<file path="config.mk">
export PLATFORM = sky130hd
export DESIGN_NAME = tri_down_timer
export DESIGN_NICKNAME = d
export VERILOG_FILES = /design/src/rtl/tmr_pkg.sv /design/src/rtl/tmr_prescaler.sv /design/src/rtl/tmr_channel.sv /design/src/rtl/tri_down_timer.sv
export SDC_FILE = /design/constraint.sdc
export NUM_CORES = 1
export LEC_CHECK = 0
export BUFFER_PORTS_ARGS = -buffer_cell sky130_fd_sc_hd__buf_2
export CORE_MARGIN = 5
export CORE_UTILIZATION = 40
export DETAILED_ROUTE_END_ITERATION = 16
export GPL_TIMING_DRIVEN = 0
export REMOVE_ABC_BUFFERS = 1
export SYNTH_ARGS = -nofsm -noshare
export SYNTH_HDL_FRONTEND = slang
export SYNTH_SLANG_ARGS = --single-unit
</file>
<file path="constraint.sdc">
create_clock -name clk -period 2.8 [get_ports clk]
set_input_delay 0.14 -clock clk [delete_from_list [all_inputs] [get_ports clk]]
set_output_delay 0.14 -clock clk [all_outputs]
set_load 0.01 [all_outputs]
</file>
<file path="src/rtl/tmr_pkg.sv">
package tmr_pkg;
  localparam int CW       = 32;
  localparam int PW       = 12;
  localparam int NCH      = 3;
  localparam int F_UNIE   = 5;
  localparam int F_UNF    = 8;
  localparam int ADDR_RUN = 4;
  localparam int ADDR_CH0 = 8;
  localparam int CH_STEP  = 12;

  typedef logic [2:0] rate_t;

  // division ratio of the peripheral tick for codes 0..5
  function automatic logic [PW:0] div_ratio(input rate_t code);
    logic [PW:0] r;
    r = (PW+1)'(4) << (2 * code);
    if (code > 3'd5) r = (PW+1)'(1);
    return r;
  endfunction

  // readable image of a control word
  function automatic logic [CW-1:0] ctl_image(input rate_t code, input logic ie, input logic fl);
    logic [CW-1:0] v;
    v = '0;
    v[2:0]   = code;
    v[F_UNIE] = ie;
    v[F_UNF]  = fl;
    return v;
  endfunction
endpackage

</file>
<file path="src/rtl/tmr_prescaler.sv">
module tmr_prescaler
  import tmr_pkg::*;
(
  input  logic  clk,
  input  logic  rst_n,
  input  logic  clr,
  input  logic  en,
  input  rate_t code,
  input  logic  pclk_tick,
  input  logic  rtc_tick,
  input  logic  ext_tick,
  output logic  tick_o
);
  logic [PW:0]   limit;
  logic [PW-1:0] phase;
  logic          wrap;

  assign limit = div_ratio(code);
  assign wrap  = pclk_tick && ({1'b0, phase} == limit - 1'b1);

  always_ff @(posedge clk) begin
    if (!rst_n || clr) phase <= '0;
    else if (en && pclk_tick && code < 3'd6) phase <= wrap ? '0 : phase + 1'b1;
  end

  always_comb begin
    tick_o = 1'b0;
    if (en && !clr) begin
      case (code)
        3'd6:    tick_o = rtc_tick;
        3'd7:    tick_o = ext_tick;
        default: tick_o = wrap;
      endcase
    end
  end

  p_phase_bound_r3: assert property (@(posedge clk) disable iff (!rst_n)
    code < 3'd6 |-> {1'b0, phase} < limit);
endmodule

</file>
<file path="src/rtl/tmr_channel.sv">
module tmr_channel
  import tmr_pkg::*;
(
  input  logic          clk,
  input  logic          rst_n,
  input  logic          run,
  input  logic          start_pulse,
  input  logic          pclk_tick,
  input  logic          rtc_tick,
  input  logic          ext_tick,
  input  logic          wr_const,
  input  logic          wr_cnt,
  input  logic          wr_ctl,
  input  logic [CW-1:0] wdata,
  output logic [CW-1:0] cnt_q,
  output logic [CW-1:0] const_q,
  output logic [CW-1:0] ctl_q,
  output logic          irq
);
  rate_t code;
  logic  ie, flag;
  logic  cnt_tick, uflow;

  tmr_prescaler u_pre (
    .clk(clk), .rst_n(rst_n), .clr(start_pulse | wr_cnt), .en(run), .code(code),
    .pclk_tick(pclk_tick), .rtc_tick(rtc_tick), .ext_tick(ext_tick), .tick_o(cnt_tick)
  );

  assign uflow = cnt_tick && !wr_cnt && (cnt_q == '0);

  always_ff @(posedge clk) begin
    if (!rst_n) begin
      cnt_q   <= '1;
      const_q <= '1;
    end else begin
      if (wr_const) const_q <= wdata;
      if (wr_cnt)        cnt_q <= wdata;
      else if (uflow)    cnt_q <= const_q;
      else if (cnt_tick) cnt_q <= cnt_q - 1'b1;
    end
  end

  always_ff @(posedge clk) begin
    if (!rst_n) begin
      code <= '0;
      ie   <= 1'b0;
      flag <= 1'b0;
    end else if (wr_ctl) begin
      code <= wdata[2:0];
      ie   <= wdata[F_UNIE];
      flag <= (flag & wdata[F_UNF]) | uflow;
    end else if (uflow) begin
      flag <= 1'b1;
    end
  end

  assign ctl_q = ctl_image(code, ie, flag);
  assign irq   = flag & ie;

  p_frozen_r2: assert property (@(posedge clk) disable iff (!rst_n)
    !run && !wr_cnt |=> $stable(cnt_q));
  p_dec_r3: assert property (@(posedge clk) disable iff (!rst_n)
    cnt_tick && !wr_cnt && cnt_q != '0 |=> cnt_q == $past(cnt_q) - 1'b1);
  p_reload_r5: assert property (@(posedge clk) disable iff (!rst_n)
    uflow && !wr_const |=> cnt_q == $past(const_q) && ctl_q[F_UNF]);
  p_no_set_r6: assert property (@(posedge clk) disable iff (!rst_n)
    wr_ctl && !ctl_q[F_UNF] && !uflow |=> !ctl_q[F_UNF]);
  p_irq_drop_r7: assert property (@(posedge clk) disable iff (!rst_n)
    wr_ctl && !wdata[F_UNIE] |=> !irq);
endmodule

</file>
<file path="src/rtl/tri_down_timer.sv">
module tri_down_timer
  import tmr_pkg::*;
(
  input  logic          clk,
  input  logic          rst_n,
  input  logic          bus_wr,
  input  logic [7:0]    bus_addr,
  input  logic [CW-1:0] bus_wdata,
  output logic [CW-1:0] bus_rdata,
  input  logic          pclk_tick,
  input  logic          rtc_tick,
  input  logic          ext_tick,
  output logic [NCH-1:0] irq
);
  logic [NCH-1:0] run;
  logic           wr_run;
  logic [NCH-1:0] start_pulse;
  logic [CW-1:0]  cnt_q   [NCH];
  logic [CW-1:0]  const_q [NCH];
  logic [CW-1:0]  ctl_q   [NCH];
  logic [NCH-1:0] wr_const, wr_cnt, wr_ctl;

  assign wr_run      = bus_wr && bus_addr == 8'(ADDR_RUN);
  assign start_pulse = wr_run ? (bus_wdata[NCH-1:0] & ~run) : '0;

  always_ff @(posedge clk) begin
    if (!rst_n)      run <= '0;
    else if (wr_run) run <= bus_wdata[NCH-1:0];
  end

  for (genvar i = 0; i < NCH; i++) begin : g_ch
    localparam int BASE = ADDR_CH0 + CH_STEP * i;
    assign wr_const[i] = bus_wr && bus_addr == 8'(BASE);
    assign wr_cnt[i]   = bus_wr && bus_addr == 8'(BASE + 4);
    assign wr_ctl[i]   = bus_wr && bus_addr == 8'(BASE + 8);

    tmr_channel u_ch (
      .clk(clk), .rst_n(rst_n), .run(run[i]), .start_pulse(start_pulse[i]),
      .pclk_tick(pclk_tick), .rtc_tick(rtc_tick), .ext_tick(ext_tick),
      .wr_const(wr_const[i]), .wr_cnt(wr_cnt[i]), .wr_ctl(wr_ctl[i]), .wdata(bus_wdata),
      .cnt_q(cnt_q[i]), .const_q(const_q[i]), .ctl_q(ctl_q[i]), .irq(irq[i])
    );
  end

  always_comb begin
    bus_rdata = '0;
    if (bus_addr == 8'(ADDR_RUN)) bus_rdata = CW'(run);
    for (int i = 0; i < NCH; i++) begin
      if (bus_addr == 8'(ADDR_CH0 + CH_STEP * i))     bus_rdata = const_q[i];
      if (bus_addr == 8'(ADDR_CH0 + CH_STEP * i + 4)) bus_rdata = cnt_q[i];
      if (bus_addr == 8'(ADDR_CH0 + CH_STEP * i + 8)) bus_rdata = ctl_q[i];
    end
  end

  p_run_freeze_r9: assert property (@(posedge clk) disable iff (!rst_n)
    !wr_run |=> $stable(run));
endmodule

</file>
* Yosys cells after proc, flatten, opt, wreduce, memory -nomap -nowiden
Index checks and enable logic that the tools add are counted.
Storage, ports and cells: register bits after elaboration 246, bits in latches 0, bits in writable memories 0, bits in read-only memories 0, bits of input ports 46, output and inout bits 35, logic and storage cells 155, memories 0
Operators by class: add/subtract/negate cells 9, $mul 0, div/mod/pow operators 0, order comparisons 6, eq/ne operators 19, shifts and indexed selects 3, mux-type cells 38, bitwise logic cells 14, reductions and logical operators 47
Operator list (number):
- 32-bit 2-to-1 mux | 18
- 32-bit zero test | 3
- 32-bit by 1-bit subtractor with 32-bit output (second input constant) | 3
- 12-bit by 13-bit == test with 1-bit output | 3
- 13-bit 2-to-1 mux | 3
- 3-bit by 4-bit left shift with 13-bit output (first input constant) | 3
- 13-bit by 1-bit subtractor with 13-bit output (second input constant) | 3
- 12-bit by 1-bit adder with 12-bit output (second input constant) | 3
- 12-bit 2-to-1 mux | 3
- 8-bit by 5-bit == test with 1-bit output (second input constant) | 4
- 1-bit logical AND | 28
- 8-bit by 6-bit == test with 1-bit output (second input constant) | 3
- 3-bit == test (second input constant) | 6
- 8-bit by 4-bit == test with 1-bit output (second input constant) | 2
- 3-bit > comparator (second input constant) | 3
- 3-bit less-than comparator (second input constant) | 3
- 1-bit 2-to-1 mux | 9
- 3-bit nonzero test | 3
- 8-bit by 3-bit == test with 1-bit output (second input constant) | 1
- 1-bit zero test | 7
- 1-bit AND | 6
- 3-bit 2-to-1 mux | 2
- 1-bit OR | 6
- 1-bit one-hot mux with 2 select lines | 3
- 4 further kinds | 8

* Longest topological paths before layout
Gate-level depths: netlist of run 1.
word-level depth 11, depth in mapped cells 12, gate-level depth less buffers 9

* Modules after synthesis
Synthesis of run 1 repeated with hierarchy kept, for this count alone.
Unflattened totals: cell total of the unflattened synthesis 2175, area, all modules 16991.3 um2
By module, submodules not included:
- tmr_channel | times used 3, cells each 455, area an instance 3803.6 um2, seq. area each 1381.3 um2
- tri_down_timer | times used 1, cells each 495, area an instance 3196.8 um2, seq. area each 60.1 um2
- tmr_prescaler | times used 3, cells each 105, area an instance 794.5 um2, seq. area each 240.2 um2

* Worst setup path before layout of run 1
OpenSTA, ideal clock, no wires.
kind reg2reg, start point register g_ch[1].u_ch.code[1], end point register g_ch[1].u_ch.cnt_q[20], setup time 78 ps, arrival 2728 ps, data required time 2722 ps, path slack -6 ps, cell stages (with the launch flop) 11, buffers on the path 2, clock period less this slack 2806 ps, cell sequence dfxtp_1 -> clkbuf_1 -> inv_1 -> ha_1 -> xor2_1 -> xnor2_1 -> nor4_2 -> a41oi_1 -> buf_2 -> or4_1 -> a32oi_1
On the way: cells in the longest elaborated chain, start to end 11, elaborated cells on any way between the ends 15, those cells by class add/sub: 1; order compare: 1; eq/ne: 3; shift: 1; mux: 5; reduce/logical: 4
Ends and longest elaborated chain:
- from (decl) | line tmr_channel.sv:20 | rate_t code;
- from (signal assigned) | line tmr_channel.sv:49 | code <= wdata[2:0];
- 3-bit > comparator / 3-bit by 4-bit left shift with 13-bit output (equally long branches) | line tmr_pkg.sv:17, tmr_pkg.sv:16
- 13-bit 2-to-1 mux | line tmr_pkg.sv:17 | if (code > 3'd5) r = (PW+1)'(1);
- 13-bit by 1-bit subtractor with 13-bit output | line tmr_prescaler.sv:19 | assign wrap = pclk_tick && ({1'b0, phase} == limit - 1'b1);
- 12-bit by 13-bit == test with 1-bit output | line tmr_prescaler.sv:19
- 1-bit logical AND | line tmr_prescaler.sv:19
- 1-bit one-hot mux with 2 select lines (*) | line tmr_prescaler.sv:29 | case (code)
- 1-bit 2-to-1 mux (*) | line tmr_prescaler.sv:28 | if (en && !clr) begin
- 1-bit logical AND (2 in a row) | line tmr_channel.sv:29 | assign uflow = cnt_tick && !wr_cnt && (cnt_q == '0);
- 32-bit 2-to-1 mux | line tmr_channel.sv:38 | else if (uflow) cnt_q <= const_q;
- 32-bit 2-to-1 mux | line tmr_channel.sv:37 | if (wr_cnt) cnt_q <= wdata;
- to (signal assigned) | line tmr_channel.sv:37
- to (signal assigned) | line tmr_channel.sv:38
- to (signal assigned) | line tmr_channel.sv:39 | else if (cnt_tick) cnt_q <= cnt_q - 1'b1;
- to (decl) | line tmr_channel.sv:15 | output logic [CW-1:0] cnt_q,
Mark *: on every way between the ends. The rest lies on a longest branch, timed or not. A chain may end at the register's enable or synchronous reset.

* Worst setup path after layout of run 1
start point input bus_addr[7], end point output bus_rdata[0]
On the way: cells in the longest elaborated chain, start to end 11, elaborated cells on any way between the ends 20, those cells by class eq/ne: 10; mux: 10
Ends and longest elaborated chain:
- from (decl) | line tri_down_timer.sv:7 | input logic [7:0] bus_addr,
- 8-bit by 3-bit == test with 1-bit output | line tri_down_timer.sv:47 | if (bus_addr == 8'(ADDR_RUN)) bus_rdata = CW'(run);
- 3-bit 2-to-1 mux | line tri_down_timer.sv:47
- 32-bit 2-to-1 mux | line tri_down_timer.sv:49 | if (bus_addr == 8'(ADDR_CH0 + CH_STEP * i)) bus_rdata = const_q[i];
- 32-bit 2-to-1 mux | line tri_down_timer.sv:50 | if (bus_addr == 8'(ADDR_CH0 + CH_STEP * i + 4)) bus_rdata = cnt_q[i];
- 32-bit 2-to-1 mux | line tri_down_timer.sv:51 | if (bus_addr == 8'(ADDR_CH0 + CH_STEP * i + 8)) bus_rdata = ctl_q[i];
- 32-bit 2-to-1 mux | line tri_down_timer.sv:49
- 32-bit 2-to-1 mux | line tri_down_timer.sv:50
- 32-bit 2-to-1 mux | line tri_down_timer.sv:51
- 32-bit 2-to-1 mux | line tri_down_timer.sv:49
- 32-bit 2-to-1 mux | line tri_down_timer.sv:50
- 32-bit 2-to-1 mux (*) | line tri_down_timer.sv:51
- to (decl) | line tri_down_timer.sv:9 | output logic [CW-1:0] bus_rdata,
Marked as above.

==> results of run 1 <==
==> power breakdown <==
| group | internal, uW | leakage, uW | total [uW] | switching (uW) |
|---|---|---|---|---|
| sequential | 3500 | 0.00199 | 3510 | 8.24 |
| clock | 2310 | 0.000475 | 3900 | 1590 |
| combinational | 106 | 0.00416 | 318 | 212 |
| total | 5920 | 0.00662 | 7730 | 1810 |
==> layer usage <==
layer	vias to the layer above	track usage	wire length (um)
met5	-	0	0
met4	0	0.127	3000
met3	209	0.0493	6080
met2	897	0.424	24900
met1	7495	0.379	23700
li1	7118	-	-
==> worst max path at each step <==
stage,startpoint,end,slack [ns],cells after the start
after CTS,g_ch[1].u_ch.cnt_q[2],g_ch[1].u_ch.cnt_q[29],0.003,8
final,bus_addr[7],bus_rdata[0],-0.004,8
after floorplan,bus_addr[7],g_ch[2].u_ch.const_q[18],-2.10,5
after detailed placement,bus_addr[7],g_ch[0].u_ch.cnt_q[27],-1.43,9
after global placement,bus_addr[7],g_ch[2].u_ch.const_q[7],-7.04,6
after global routing,g_ch[1].u_ch.code[1],g_ch[1].u_ch.cnt_q[26],-0.04,10
==> metrics by stage <==
stage          cell area [um2]  hold slack, ns   util  setup slack [ns]
5_1_grt                  17400           0.184  0.493           -0.0402
6_report                 17400           0.158  0.493          -0.00440
2_1_floorplan            13600           0.212      -             -2.10
4_1_cts                  17000          0.0352  0.480           0.00337
3_5_place_dp             15000           0.451  0.425             -1.43
3_3_place_gp             14600           0.445  0.413             -7.04
==> cell usage after synthesis, drive strengths merged, types with 11 or more instances <==
master	number
inv	22
o211ai	33
a221o	16
xnor2	40
nand2	376
nor3	57
xor2	38
ha	14
clkbuf	121
nand3	181
dfxtp	246
nor4	29
or4	17
and2	15
o21ai	75
buf	32
a21oi	91
a21o	11
a31oi	23
nor2	152
o2111ai	17
nand4	33
or3	25
nand3b	11
a22oi	92
mux2i	17
==> cell families after synthesis <==
kind of cell / share of synthesized area
xor gates and xnor gates: 0.0480
adders and majority gates: 0.0123
muxes: 0.0127
AOI/OAI and AO/OA: 0.210
and+or+nand+nor: 0.320
DFF: 0.346
buffers and inverters: 0.0506
==> worst max-delay path: cells and delay by family <==
kind            cells  cell delay [ns]
compound gates      3             0.46
buf+inv             2             0.25
simple gates        3             1.80
==> registers in the layout (all words and copies together) (netlist names) <==
name	cells
g_ch.u_ch.cnt_q	96
g_ch.u_ch.const_q	96
g_ch.u_ch.u_pre.phase	36
g_ch.u_ch.code	9
g_ch.u_ch.flag	3
g_ch.u_ch.ie	3
run	3
==> cell type report <==
| cell class | count | share of cell area |
|---|---|---|
| Multi-Input combinational cell | 1510 | 0.532 |
| Clock buffer | 43 | 0.0476 |
| Clock inverter | 10 | 0.00762 |
| Antenna cell | 1 | 0.000144 |
| Sequential cell | 246 | 0.285 |
| Inverter | 22 | 0.00475 |
| Timing Repair Buffer | 194 | 0.0906 |
| Tap cell | 461 | 0.0331 |
==> repair_timing <==
| item | in CTS | in global routing |
|---|---|---|
| setup buffers | 27 | 35 |
| gates cloned | 6 | 1 |
| pin swaps | 19 | 25 |
| setup endpoints to repair | 139 | 89 |
| endpoints found under the hold margin | 193 | 0 |
| hold buffers | 33 | 0 |
| gates resized for setup | 76 | 42 |
==> results.md, run 1 <==
* Outcome: complete, but fails checks
* Failing checks: negative setup slack
* ANT nets after route at 0
* Port bufs at 80
* Hold Path Class: input pin to flip-flop
* Hold Path Sink: g_ch[0].u_ch.code[2]
* Ys flop type: dfxtp_1
* Via count of the first global-routing pass at around 14,000
* Critical Path Max Stage Delay at between 0.9 and 1 ns
* Cell depth of the worst flop-to-flop path at 9
* NumNets Final at ~2,100
* CTS tree: built
* #FFs+latches synth at between 200 and 250
* CP max stage cell: or4b_2
* Syn Area/Cell at 7.39 um2
* Gr usage total at 0.276
* Pin count of the biggest net entering global routing at 116
* Worst reg2reg path startpoint: g_ch[0].u_ch.cnt_q[0]
* Setup_tns at -0.00650 ns
* Multi-input gate area at between 9000 and 10,000 um2
* Rel. slew slack at 0.273
* Worst Path Required at about 2.7 ns
* Placed Cells at approximately 2,300
* Synthesis-to-layout area growth at 22.3%
* Ys async rst share at 0
* Critical path class: input pin to primary output
* Synth area leader: dfxtp_1
* Area share of the largest cell type after synthesis at 0.346
* Commonest non-fill, non-tap cell in the layout: nand2_1
* H-Tree Level Count at 1
* Detailed-route via count at about 16,000
* Final setup viols at 2
* Hold Path Depth at 3
* Cell Rows at between 60 and 70
* Clock transition at path regs at about 0.060 ns
* DRC at 0
* Minimum clock period at about 2.8 ns
* Drt wl/cell at about 23 um
* Post-synthesis sequential area ratio at 0.346
* Reg2Reg Setup Slack at ~0.050 ns
* CP endpoint kind: primary output
* Max_cap viols at 0
* Initial antenna violation count at 1
* Cell variety after synth at 82
* Clock buffer depth at 3
* Min-delay src: bus_wr
* Grt total ovfl at 0
* Final cycle utilization of the critical path at 1.00
* Gate Count Post-Synth at 1,925
* CTS Buf Count at 29
* DR vias/cell at 6.32
* P_leak at around 0.0066 uW
* Most frequent cells in the layout: nand2_1 (366), dfxtp_1 (235), nand3_1 (179)
* Clock sinks at 246
* Non-Filler Instances at ~2,500
* Startpoint Class: input pin
* Synthesized area at 14,200 um2
* Routability cong. at roughly 0.95
* Sequential cell area at 4950 um2
* Clock root buffer: clkbuf_16
* Cell types occupying the most area after synthesis: dfxtp_1 (35%), nand2_1 (9.9%), nand3_1 (6.4%), a22oi_1 (4.9%), nor2_1 (3.9%)
* Core footprint at 35,300 um2
* Synth Warn # at 0
* Worst IR Drop VDD at approximately 0.52 mV
* Pre-antenna DRT Iters at 6
* Worst EP arrival at roughly 2.7 ns
* Post-DP HPWL at 36,400 um
* Final WS setup at -0.00440 ns
* Die Width at ~200 um
* I/O pin count at between 80 and 90
* Starting Density at 0.403
* Final hold violations at 0
* First-pass GRT wire length at around 86,000 um
* Slew @ Worst Pin at between 1 and 1.5 ns
* DRT iter0 DRCs at around 1,800
* Clock latency at the later pin of the worst-skew pair at ~0.57 ns
* Reg-to-reg endpoint: g_ch[0].u_ch.cnt_q[14]
* Pwr/cell area at ~440 nW/um2
* Post-synth EDFFs at 0
* Share of cells above drive strength 1 at 0.162
* CP Cell Sequence: buf_2, or4b_2, nor2_4, a21oi_1, and3_1, a21oi_1, a221o_1, buf_2
* Max Clk Rate at 357 MHz
* Final Max Slew Viols at 0
* Die area at slightly below 40,000 um2
* Power, Total at approximately 7700 uW
* Crit-path max FO at 16
* Total wire length at between 50,000 and 60,000 um
* Max Clock Skew at between 0.02 and 0.025 ns
* Chip height at just under 200 um
* Fillers at ~3,400
Note: power is estimated with default switching activity, not from simulation.
==> run 2: changes to the inputs <==
--- a/config.mk
+++ b/config.mk
@@ -6,10 +6,12 @@
 export NUM_CORES = 1
 export LEC_CHECK = 0
 export BUFFER_PORTS_ARGS = -buffer_cell sky130_fd_sc_hd__buf_2
+export CORE_ASPECT_RATIO = 1.1
 export CORE_MARGIN = 5
-export CORE_UTILIZATION = 40
+export CORE_UTILIZATION = 54
 export DETAILED_ROUTE_END_ITERATION = 16
 export GPL_TIMING_DRIVEN = 0
+export PLACE_DENSITY = 0.75
 export REMOVE_ABC_BUFFERS = 1
 export SYNTH_ARGS = -nofsm -noshare
 export SYNTH_HDL_FRONTEND = slang
==> run 2 against run 1 <==
Compared with the run above: the flow now finishes without violations; register-to-register slack improved by 0.02 ns; flip-flop and latch count unchanged; critical path type is now input pin to flip-flop; hold slack got worse by 0.14 ns; largest cell class unchanged; via count grew 1.4%.
==> results.md, run 2 (synthesis gave the netlist of run 1 again) <==
* Outcome: finished, final reports clean
* M1 GR Usage at 0.441
* Critical Path Max Stage Delay at 0.89 ns
* CP max stage cell: or4b_2
* Final Max Slew Viols at 0
* Dpl ws at -1.70 ns
* Grt total ovfl at 0
* NumNets Final at just over 2,000
* ANT nets after route at 0
* Rel. slew slack at 0.0425
* Final cycle utilization of the critical path at 0.995
* Max Clk Rate at about 360 MHz
* Commonest non-fill, non-tap cell in the layout: nand2_1
* Worst Path Required at ~3.2 ns
* P_leak at between 0.006 and 0.007 uW
* Chip height at 180 um
* Largest registers: g_ch.u_ch.cnt_q (96), g_ch.u_ch.const_q (96), g_ch.u_ch.u_pre.phase (36)
* Non-Filler Instances at roughly 2,400
* Clk pwr share at 0.502
* I/O pin count at 81
* Clock sinks at ~250
* Fillers at ~2,300
* Port bufs at 80
* DRC at 0
* Drt wl/cell at 23.2 um
* Worst Path Buf+Inv at 1
* Startpoint Class: input pin
* Post-DP HPWL at 32,600 um
* Final hold violations at 0
* Share of cells above drive strength 1 at 0.152
* Combinational share of power at 0.043
* Critical path class: input pin to flip-flop
* Starting Density at 0.546
* Die area at around 30,000 um2
* Int Power at between 5000 and 6000 uW
* Minimum clock period at 2.79 ns
* Clock buffer depth at 3
* Grt peak-use layer: met2
* Hold Path Class: input pin to flip-flop
* Placed cell area at around 15,000 um2
* Setup repair after global routing missed its margin: yes
* Detailed-route via count at roughly 16,000
* Final setup viols at 0
* Initial antenna violation count at 0
* Pre-antenna DRT Iters at 8
* Crit-path max FO at 26
* Clock transition at path regs at 0.06 ns
* Share of power burned in registers at 0.455
* Core footprint at around 26,000 um2
* Max_cap viols at 0
* Pwr/cell area at between 400 and 500 nW/um2
* Pin count of the biggest net entering global routing at roughly 110
* Net Sw Power at between 1500 and 2000 uW
* Met2 usage at 0.535
* Worst EP arrival at around 3.2 ns
* Slew @ Worst Pin at approximately 1.4 ns
* First-pass GRT wire length at a little over 80,000 um
* CP endpoint kind: flip-flop
* CP Cell Sequence: buf_2, or4b_2, nor2_4, and2_4, nor2_2, nand3_1, nor2_1
* Die Width at 165 um
* Total wire length at approximately 55,000 um
* Most frequent cells in the layout: nand2_1 (367), dfxtp_1 (240), nand3_1 (179)
* DR vias/cell at 6.75
* Antenna cells at 0
* Synthesis-to-layout area growth at 19.9%
* CTS tree: built
* Setup_tns at 0 ns
* Power, Total at about 7700 uW
* Worst IR Drop VDD at between 0.4 and 0.5 mV
* Crit path max-delay family: simple AND/OR/NAND/NOR gates
* Via count of the first global-routing pass at 14,700
* Gr usage total at 0.346
* Cell Rows at between 60 and 70
* Max Clock Skew at about 0.024 ns
* H-Tree Level Count at 1
* DRT iter0 DRCs at between 2,000 and 2,500
* Placed Cells at around 2,200
* Routability cong. at about 0.94
* Met3 GRT Util at 0.0682
* Switching share of power at 0.233
* Clock latency at the later pin of the worst-skew pair at approximately 0.57 ns
* CTS Buf Count at 28
* Final WS setup at ~0.015 ns
* Clock root buffer: clkbuf_16
* Final instance area at 17,100 um2
-- run 2: tightest hold or removal path, delay by kind of cell --
kind | cells | cell delay (ns)
AO/OA/AOI/OAI | 1 | 0.06
buffers and inverters | 1 | 0.15
AND/OR/NAND/NOR | 2 | 0.20
-- run 2: final timing paths --
path | from | to | slack (ns) | depth (start not counted)
worst max register to register | g_ch[1].u_ch.code[0] | g_ch[1].u_ch.cnt_q[14] | 0.07 | 8
worst max-delay path | bus_addr[7] | g_ch[1].u_ch.u_pre.phase[8] | 0.01 | 7
worst min register to register | g_ch[0].u_ch.ie | g_ch[0].u_ch.ie | 0.48 | 2
worst min-delay path | bus_addr[3] | g_ch[0].u_ch.code[1] | 0.01 | 4
-- run 2: power by group through the flow --
| stage | logic [uW] | clock network [uW] | registers [uW] |
|---|---|---|---|
| floorplan | 77.2 | 0 | 3590 |
| global placement | 245 | 0 | 3590 |
| detailed placement | 254 | 0 | 3590 |
| CTS | 310 | 3850 | 3510 |
| global route | 340 | 4000 | 3510 |
| finish | 328 | 3870 | 3510 |
-- run 2: layer usage --
metal,share of wire,up-vias
met3,0.12,311
met5,0,-
met2,0.44,1137
met4,0.075,0
li1,-,7104
met1,0.37,7389
-- run 2: through the flow --
stage	hold WS, ns	util
6_report	0.0149	0.654
5_1_grt	0.0471	0.654
4_1_cts	0.00481	0.635
3_5_place_dp	0.450	0.565
3_3_place_gp	0.438	0.554
2_1_floorplan	0.212	-
-- run 2: repair_timing --
item	CTS	global route
gates resized for setup	60	43
hold buffers	36	0
endpoints found under the setup margin	136	99
buffers inserted	24	26
pin swaps	18	20
gates cloned	4	3
hold endpoints to repair	195	0
-- run 2: final cells by class --
cell class	count	area (um2)	area share
multi-input combinational	1510	9180	0.538
sequential	246	4950	0.290
timing repair buffer	179	1450	0.0851
clock buffer	40	816	0.0478
tap	352	440	0.0258
clock inverter	11	144	0.00844
inverter	22	82.6	0.00484
==> run 3: changes to the inputs <==
--- a/config.mk
+++ b/config.mk
@@ -11,6 +11,7 @@
 export CORE_UTILIZATION = 54
 export DETAILED_ROUTE_END_ITERATION = 16
 export GPL_TIMING_DRIVEN = 0
+export HOLD_SLACK_MARGIN = 0.03
 export PLACE_DENSITY = 0.75
 export REMOVE_ABC_BUFFERS = 1
 export SYNTH_ARGS = -nofsm -noshare
==> run 3 against run 2 <==
Compared with the run above: flip-flop and latch count unchanged; sequential share of layout area about the same; largest cell class unchanged; hold slack better by 0.028 ns; via count down 0.79%; die area unchanged; critical endpoint unchanged; non-clock buffer count down 1.
==> results.md, run 3 (synthesis gave the netlist of run 1 again) <==
* Pwr/cell area at about 450 nW/um2
* Sequential cell area at just under 5000 um2
* Multi-input gate area at between 9000 and 10,000 um2
* Worst Path Required at 3.23 ns
* Max Clock Skew at 0.0249 ns
* Placed cell area at approximately 15,000 um2
* H-Tree Level Count at 1
* Largest registers: g_ch.u_ch.cnt_q (96), g_ch.u_ch.const_q (96), g_ch.u_ch.u_pre.phase (36)
* Final Max Slew Viols at 0
* Final setup viols at 0
* Port bufs at 80
* Critical path class: input pin to flip-flop
* Post-DP HPWL at around 33,000 um
* Starting Density at 0.546
* Clock buffer depth at 3
* Cell depth of the worst flop-to-flop path at 8
* Hold Path Depth at 4
* Initial antenna violation count at 0
* Clock transition at path regs at around 0.060 ns
* Slew @ Worst Pin at approximately 1.4 ns
* Clock root buffer: clkbuf_16
* Final cycle utilization of the critical path at 1.00
* ANT nets after route at 0
* NumNets Final at just over 2,000
* DRC at 0
* First-pass GRT wire length at between 80,000 and 90,000 um
* I/O pin count at 81
* Via count of the first global-routing pass at between 10,000 and 15,000
* Minimum clock period at roughly 2.8 ns
* Power, Total at 7690 uW
* Startpoint Class: input pin
* Rel. slew slack at 0.0386
* Drt wl/cell at roughly 23 um
* Pre-antenna DRT Iters at 6
* Routability cong. at roughly 0.94
* Pin count of the biggest net entering global routing at about 110
* DRT iter0 DRCs at 2,107
* Worst EP arrival at 3.23 ns
* CTS tree: built
* Hold Path Class: input pin to flip-flop
* Worst IR Drop VDD at between 0.4 and 0.5 mV
* Clock latency at the later pin of the worst-skew pair at 0.57 ns
* Total wire length at 54,200 um
* Hold Path Sink: g_ch[0].u_ch.ie
* Reg2Reg Setup Slack at 0.07 ns
* Final hold violations at 0
* Cell Rows at 62
* Worst reg2reg path startpoint: g_ch[0].u_ch.code[1]
* Fillers at between 2,000 and 2,500
* Share of cells above drive strength 1 at 0.151
* Gr usage total at 0.344
* Die area at around 30,000 um2
* Most frequent cells in the layout: nand2_1 (367), dfxtp_1 (240), nand3_1 (179)
* Outcome: finished, final reports clean
* DR vias/cell at between 6 and 7
* Reg-to-reg endpoint: g_ch[0].u_ch.cnt_q[14]
* Min-delay src: bus_addr[2]
* Max_cap viols at 0
* Die Width at about 160 um
* Final instance area at 17,000 um2
* Commonest non-fill, non-tap cell in the layout: nand2_1
* Clock sinks at approximately 250
* Max Clk Rate at between 300 and 400 MHz
* Crit-path max FO at 26
* Grt total ovfl at 0
* Detailed-route via count at around 16,000
* CP endpoint kind: flip-flop
* Synthesis-to-layout area growth at 19.8%
* Chip height at between 150 and 200 um
* Setup repair after global routing missed its margin: yes
* Finished Core Util at 0.654
* CTS Buf Count at 28
* Core footprint at ~26,000 um2
* P_leak at around 0.0065 uW
## run 3: cell count changes in the layout (fill, tap and decap cells not counted), sizes merged
cell	change
buf	-3
dlygate4sd3	+2
diode	+1
## run 3: layout make-up
| class | count | area share |
|---|---|---|
| multi-input cells | 1510 | 0.538 |
| well taps | 352 | 0.0258 |
| diodes | 1 | 0.000147 |
| repair buffers | 178 | 0.0843 |
| clock buffers | 40 | 0.0479 |
| clock inverters | 11 | 0.00844 |
| inverters | 22 | 0.00484 |
| flip-flops and latches | 246 | 0.290 |
## run 3: metal layers
metal / wire length (um) / vias up / global-route usage / share of wire
met5: 0 / - / 0 / 0
met1: 20000 / 7338 / 0.437 / 0.37
met3: 6200 / 297 / 0.0695 / 0.11
met2: 23900 / 1084 / 0.532 / 0.44
met4: 4140 / 0 / 0.212 / 0.076
li1: - / 7096 / - / -
## run 3: stage by stage
stage	hold WS (ns)	worst slack, ns	TNS, ns	instances
2_1_floorplan	0.212	-2.10	-201.00	1772
3_3_place_gp	0.438	-6.49	-955.15	2204
3_5_place_dp	0.450	-1.70	-174.02	2217
4_1_cts	0.0320	0.000879	0	2333
5_1_grt	0.0642	-0.0105	-0.0105	2359
6_report	0.0434	0.00129	0	2360
## run 3: how the worst max path moves through the flow
stage	end	startpoint	slack, ns	cells after the start
after CTS	g_ch[1].u_ch.cnt_q[11]	g_ch[1].u_ch.code[1]	0.0009	12
final	g_ch[1].u_ch.u_pre.phase[8]	bus_addr[7]	0.001	7
after global routing	g_ch[0].u_ch.cnt_q[14]	g_ch[0].u_ch.code[1]	-0.01	8
after floorplan	g_ch[2].u_ch.const_q[18]	bus_addr[7]	-2.10	5
after detailed placement	g_ch[0].u_ch.cnt_q[21]	bus_addr[7]	-1.70	9
after global placement	g_ch[2].u_ch.const_q[30]	bus_addr[7]	-6.49	6
## run 3: power by group
group / internal (uW) / switching, uW / total, uW
clock network: 2290 / 1570 / 3870
registers: 3500 / 8.01 / 3510
logic: 108 / 213 / 321
## run 3: repair_timing
item                                    CTS  global route
endpoints found under the hold margin   199             0
setup buffers                            24            24
gates resized for setup                  60            44
gates cloned                              4             3
hold buffers                             37             0
pin swaps                                18            20
endpoints found under the setup margin  136            96
## run 3: worst max-delay path, stage by stage
cell	delay, ns
buf_2	0.11
or4b_2	0.90
nor2_4	0.58
and2_4	0.52
nor2_2	0.32
nand3_1	0.49
nor2_1	0.12
